$ cat config.mk
export PLATFORM = sky130hd
export DESIGN_NAME = irq_aggregator
export DESIGN_NICKNAME = d
export VERILOG_FILES = /design/src/rtl/irq_agg_pkg.sv /design/src/rtl/irq_edge_det.sv /design/src/rtl/irq_flag_bank.sv /design/src/rtl/irq_line_ctl.sv /design/src/rtl/irq_aggregator.sv
export SDC_FILE = /design/constraint.sdc
export NUM_CORES = 1
export LEC_CHECK = 0
export BUFFER_PORTS_ARGS = -buffer_cell sky130_fd_sc_hd__buf_4
export CAP_MARGIN = 20
export CORE_ASPECT_RATIO = 0.5
export CORE_MARGIN = 4
export CORE_UTILIZATION = 45
export DETAILED_ROUTE_END_ITERATION = 6
export PLACE_DENSITY = 0.65
export SLEW_MARGIN = 20
export SYNTH_ARGS = -nofsm -noshare
export SYNTH_HDL_FRONTEND = slang
export SYNTH_HIERARCHICAL = 1
export SYNTH_SLANG_ARGS = --single-unit
$ cat constraint.sdc
create_clock -name clk -period 5.8 [get_ports clk]
set_input_delay 0.87 -clock clk [delete_from_list [all_inputs] [get_ports clk]]
set_output_delay 0.87 -clock clk [all_outputs]
set_load 0.02 [all_outputs]
$ cat src/rtl/irq_agg_pkg.sv
package irq_agg_pkg;
  localparam int DATA_W = 8;
  localparam int ADDR_W = 3;

  localparam logic [ADDR_W-1:0] ADDR_FLAG0 = 3'd0;
  localparam logic [ADDR_W-1:0] ADDR_FLAG1 = 3'd1;
  localparam logic [ADDR_W-1:0] ADDR_MASK0 = 3'd2;
  localparam logic [ADDR_W-1:0] ADDR_MASK1 = 3'd3;
  localparam logic [ADDR_W-1:0] ADDR_STAT  = 3'd4;

  localparam int BANK0_USED = 7;
  localparam logic [DATA_W-1:0] BANK0_VALID = DATA_W'((1 << BANK0_USED) - 1);
endpackage

$ cat src/rtl/irq_edge_det.sv
module irq_edge_det #(
  parameter int W = 3
) (
  input  logic         clk,
  input  logic         rst,
  input  logic [W-1:0] lvl_i,
  output logic [W-1:0] rise_o,
  output logic [W-1:0] fall_o
);
  logic [W-1:0] prev_q;
  logic         primed_q;

  always_ff @(posedge clk) begin
    prev_q <= lvl_i;
    if (rst) primed_q <= 1'b0;
    else     primed_q <= 1'b1;
  end

  genvar g;
  generate
    for (g = 0; g < W; g++) begin : g_bit
      assign rise_o[g] = primed_q &  lvl_i[g] & ~prev_q[g];
      assign fall_o[g] = primed_q & ~lvl_i[g] &  prev_q[g];
    end
  endgenerate
endmodule

$ cat src/rtl/irq_flag_bank.sv
module irq_flag_bank #(
  parameter int          W     = 8,
  parameter logic [W-1:0] VALID = '1
) (
  input  logic         clk,
  input  logic         rst,
  input  logic [W-1:0] set_i,
  input  logic         clr_i,
  output logic [W-1:0] flags_q,
  output logic [W-1:0] flags_d,
  output logic [W-1:0] rose_o
);
  // Clear first, then OR in new events so a same-cycle event survives.
  assign flags_d = ((flags_q & ~{W{clr_i}}) | set_i) & VALID;
  assign rose_o  = flags_d & ~flags_q;

  always_ff @(posedge clk) begin
    if (rst) flags_q <= '0;
    else     flags_q <= flags_d;
  end
endmodule

$ cat src/rtl/irq_line_ctl.sv
module irq_line_ctl (
  input  logic clk,
  input  logic rst,
  input  logic fresh_unmasked_i,
  input  logic all_clear_i,
  output logic irq_n_o
);
  always_ff @(posedge clk) begin
    if (rst)                   irq_n_o <= 1'b1;
    else if (fresh_unmasked_i) irq_n_o <= 1'b0;
    else if (all_clear_i)      irq_n_o <= 1'b1;
  end
endmodule

$ cat src/rtl/irq_aggregator.sv
module irq_aggregator
  import irq_agg_pkg::*;
#(
  parameter int NUM_RFLT = 3
) (
  input  logic                clk,
  input  logic                rst,
  input  logic [1:0]          gpi_in,
  input  logic                en_n_in,
  input  logic                therm1_in,
  input  logic                therm2_in,
  input  logic                dropout_in,
  input  logic [NUM_RFLT-1:0] rfault_in,
  input  logic                ldo_fault_in,
  input  logic                rd_en,
  input  logic                wr_en,
  input  logic [ADDR_W-1:0]   addr,
  input  logic [DATA_W-1:0]   wr_data,
  output logic [DATA_W-1:0]   rd_data,
  output logic                irq_n
);
  localparam int BANK1_USED = 2 + NUM_RFLT + 1;
  localparam logic [DATA_W-1:0] BANK1_VALID = DATA_W'((1 << BANK1_USED) - 1);

  // Edge detection
  logic [2:0] pin_rise, pin_fall;
  logic [2:0] lvl_rise, unused_lvl_fall;

  irq_edge_det #(.W(3)) u_pin_edge (
    .clk(clk), .rst(rst), .lvl_i({en_n_in, gpi_in}),
    .rise_o(pin_rise), .fall_o(pin_fall)
  );

  irq_edge_det #(.W(3)) u_lvl_edge (
    .clk(clk), .rst(rst), .lvl_i({dropout_in, therm2_in, therm1_in}),
    .rise_o(lvl_rise), .fall_o(unused_lvl_fall)
  );

  // Event vectors per bank
  logic [DATA_W-1:0] set0, set1;
  always_comb begin
    set0    = '0;
    set0[0] = pin_fall[0];
    set0[1] = pin_rise[0];
    set0[2] = pin_fall[2];
    set0[3] = pin_rise[2];
    set0[6:4] = lvl_rise;
    set1    = '0;
    set1[0] = pin_fall[1];
    set1[1] = pin_rise[1];
    set1[2 +: NUM_RFLT] = rfault_in;
    set1[2 + NUM_RFLT]  = ldo_fault_in;
  end

  logic rd_flag0, rd_flag1;
  assign rd_flag0 = rd_en && (addr == ADDR_FLAG0);
  assign rd_flag1 = rd_en && (addr == ADDR_FLAG1);

  logic [DATA_W-1:0] flag0_q, flag0_d, rose0;
  logic [DATA_W-1:0] flag1_q, flag1_d, rose1;

  irq_flag_bank #(.W(DATA_W), .VALID(BANK0_VALID)) u_bank0 (
    .clk(clk), .rst(rst), .set_i(set0), .clr_i(rd_flag0),
    .flags_q(flag0_q), .flags_d(flag0_d), .rose_o(rose0)
  );

  irq_flag_bank #(.W(DATA_W), .VALID(BANK1_VALID)) u_bank1 (
    .clk(clk), .rst(rst), .set_i(set1), .clr_i(rd_flag1),
    .flags_q(flag1_q), .flags_d(flag1_d), .rose_o(rose1)
  );

  // Mask registers
  logic [DATA_W-1:0] mask0_q, mask1_q;
  always_ff @(posedge clk) begin
    if (rst) begin
      mask0_q <= BANK0_VALID;
      mask1_q <= BANK1_VALID;
    end else if (wr_en) begin
      if (addr == ADDR_MASK0) mask0_q <= wr_data & BANK0_VALID;
      if (addr == ADDR_MASK1) mask1_q <= wr_data & BANK1_VALID;
    end
  end

  // Interrupt line
  logic fresh_unmasked, all_clear;
  assign fresh_unmasked = |(rose0 & ~mask0_q) || |(rose1 & ~mask1_q);
  assign all_clear      = (flag0_d == '0) && (flag1_d == '0);

  irq_line_ctl u_line (
    .clk(clk), .rst(rst),
    .fresh_unmasked_i(fresh_unmasked), .all_clear_i(all_clear),
    .irq_n_o(irq_n)
  );

  // Live status
  logic [DATA_W-1:0] stat;
  always_comb begin
    stat    = '0;
    stat[0] = ~irq_n;
    stat[1] = therm1_in;
    stat[2] = therm2_in;
    stat[3] = dropout_in;
    stat[4] = ~en_n_in;
  end

  // Read port
  always_ff @(posedge clk) begin
    if (rst) rd_data <= '0;
    else if (rd_en) begin
      case (addr)
        ADDR_FLAG0: rd_data <= flag0_q;
        ADDR_FLAG1: rd_data <= flag1_q;
        ADDR_MASK0: rd_data <= mask0_q;
        ADDR_MASK1: rd_data <= mask1_q;
        ADDR_STAT:  rd_data <= stat;
        default:    rd_data <= '0;
      endcase
    end
  end
endmodule

==> flow_summary.ini <==
[setup_path]
rrSetupSlack_ns = 4.18
rr_endpoint = u_line/irq_n_o
crit_type = in2reg
reg2reg_from = u_pin_edge/primed_q
cp_max_fo = 19
ff2ff_path_depth = 7
cp.required_ns = 6.03
critical_path.startpoint_type = input port
crit_path_end_kind = flop
crit_arrival_ns = 2.66

[yosys]
netlist_instances = 261
synth_warnings = 6
synth_area_per_cell_sq_um = 8.56
syn_area_sq_um = 2230

[floorplan]
rows = 17
dieArea_sq_um = 6230
die_x_um = 108
dieHeight_um = 57.8
core_area_sq_um = 4590
initial_core_util_pct = 48.6
ioPinCount = 34

[run]
cap_violations = 0

[detailed_routing]
viasPerCell = 5.13
ant_nets = 0
drt_first_pass_iters = 4
dr_total_vias = 1822
drt-wirelength-per-cell_um = 14.2
routed_wl_mm = 5.06
drc_errors = 0
drtIter0Drc = 112

[pwr]
power.density_nw_per_um2 = 251
power_leakage_nw = 1.21
finalPower_uw = 645
max-vdd-ir-drop_v = 0.000101

[hold_path]
hold-path-endpoint = rd_data[6]
hold-path-cell-count = 2
min-delay-start = rd_data[6]
hold_path_class = reg2reg

[global_route]
use_met2_pct = 23.0
antenna_found_initial = 0
grt_first_pass_wirelength_mm = 8.29
track_usage_pct = 17.1
grt_max_degree = 26
grt.met1_usage_pct = 26.5
grt_busiest_layer = met1
use_met3_pct = 5.34
grt_pass1_vias = 1647
grt_overflow = 0

[clock_network]
clock_sinks = 43
cts_max_level = 2
hold_buffers = 0
tritoncts = built
clkLatencyLatePin_ns = 0.30
postCtsSetupBuffers = 0
cts_root_buf = clkbuf_8
clk_pin_slew_worst_paths_ns = 0.08
ctsResizeCount = 0
ctsLongestPathBuffers = 2
cts_inserted_buffers = 5

[sta]
finalSetupTns_ns = 0
rsz0062_at_grt = no
min_period_over_period_pct = 41.9
worstMarginPinSlew_ns = 0.669
hold_violations = 0
timing.fmax_mhz = 411
finalCriticalPeriod_ns = 2.43
fin_skew_ns = 0.0100
setup_viol = 0
slew_viol_final = 0
max_slew_margin_pct = 55.2

[placement]
placedInstanceArea_sq_um = 2450
port-buffer-count = 32
hpwl_mm = 3.81
gp_congestion = 0.851

[finish]
antennaDiodeCount = 0
final_cell_mix = dfxtp_1 (43), buf_4 (32), inv_1 (30)
nFillCells = 444
seq_area_sq_um = 861
area_growth_pct = 15.1
layout_commonest_cell = dfxtp_1
nets = 313
drive_gt1_share_pct = 17.0
multi_input_area_sq_um = 1160
finish.instance_area_sq_um = 2570

[status]
status = complete, no violations
[worst max path at each step]
stage                        from  slack (ns)        endpoint  depth (start not counted)
after floorplan           addr[1]        3.19  u_line/irq_n_o                          9
after global placement    addr[0]        2.76  u_line/irq_n_o                          8
after detailed placement  addr[0]        2.76  u_line/irq_n_o                          8
after CTS                 addr[0]        3.05  u_line/irq_n_o                          8
after global routing      addr[0]        3.21  u_line/irq_n_o                          8
final                     addr[0]        3.37  u_line/irq_n_o                          8
[flip-flops by register name (all words and copies together), names as in the netlist]
signal / cells
mask1_q: 6
mask0_q: 7
u_pin_edge/primed_q: 1
u_bank1/flags_q: 6
u_lvl_edge/prev_q: 3
rd_data: 8
u_lvl_edge/primed_q: 1
u_pin_edge/prev_q: 3
u_line/irq_n_o: 1
u_bank0/flags_q: 7
[stage by stage]
step                hold WS, ns  instances  setup WS (ns)  util, %
detailed placement        0.460        347           2.76     53.3
CTS                       0.475        355           3.05     55.9
finish                    0.470        355           3.37     56.0
global placement          0.455        347           2.76     53.3
global route              0.501        355           3.21     56.0
floorplan                 0.460        268           3.19        -
[per-layer routing]
metal | vias up | wire length (um)
met5 | - | 0
met4 | 0 | 27
met3 | 5 | 537
met2 | 67 | 1940
met1 | 826 | 2560
li1 | 924 | -
[layout make-up]
| cell class | instances | share of cell area [%] |
|---|---|---|
| clock buffer | 6 | 3.21 |
| sequential | 43 | 33.5 |
| timing repair buffer | 32 | 9.34 |
| clock inverter | 2 | 1.36 |
| inverter | 30 | 4.38 |
| multi-input combinational | 176 | 45.0 |
| tap | 66 | 3.21 |
[worst max-delay path, cell delays in order]
cell      delay [ns]
buf_4           0.21
nor4b_2         0.58
nand2b_1        0.21
nand2_1         0.06
nor4_1          0.36
and4_1          0.24
nor2_1          0.05
o21bai_2        0.09
[power breakdown]
part           internal, mW  total [mW]  switching, mW
sequential            0.308       0.318        0.00971
clock                 0.139       0.242          0.102
combinational        0.0385      0.0853         0.0467
total                 0.486       0.645          0.159
No activity file was read; power rests on OpenSTA's default activity.
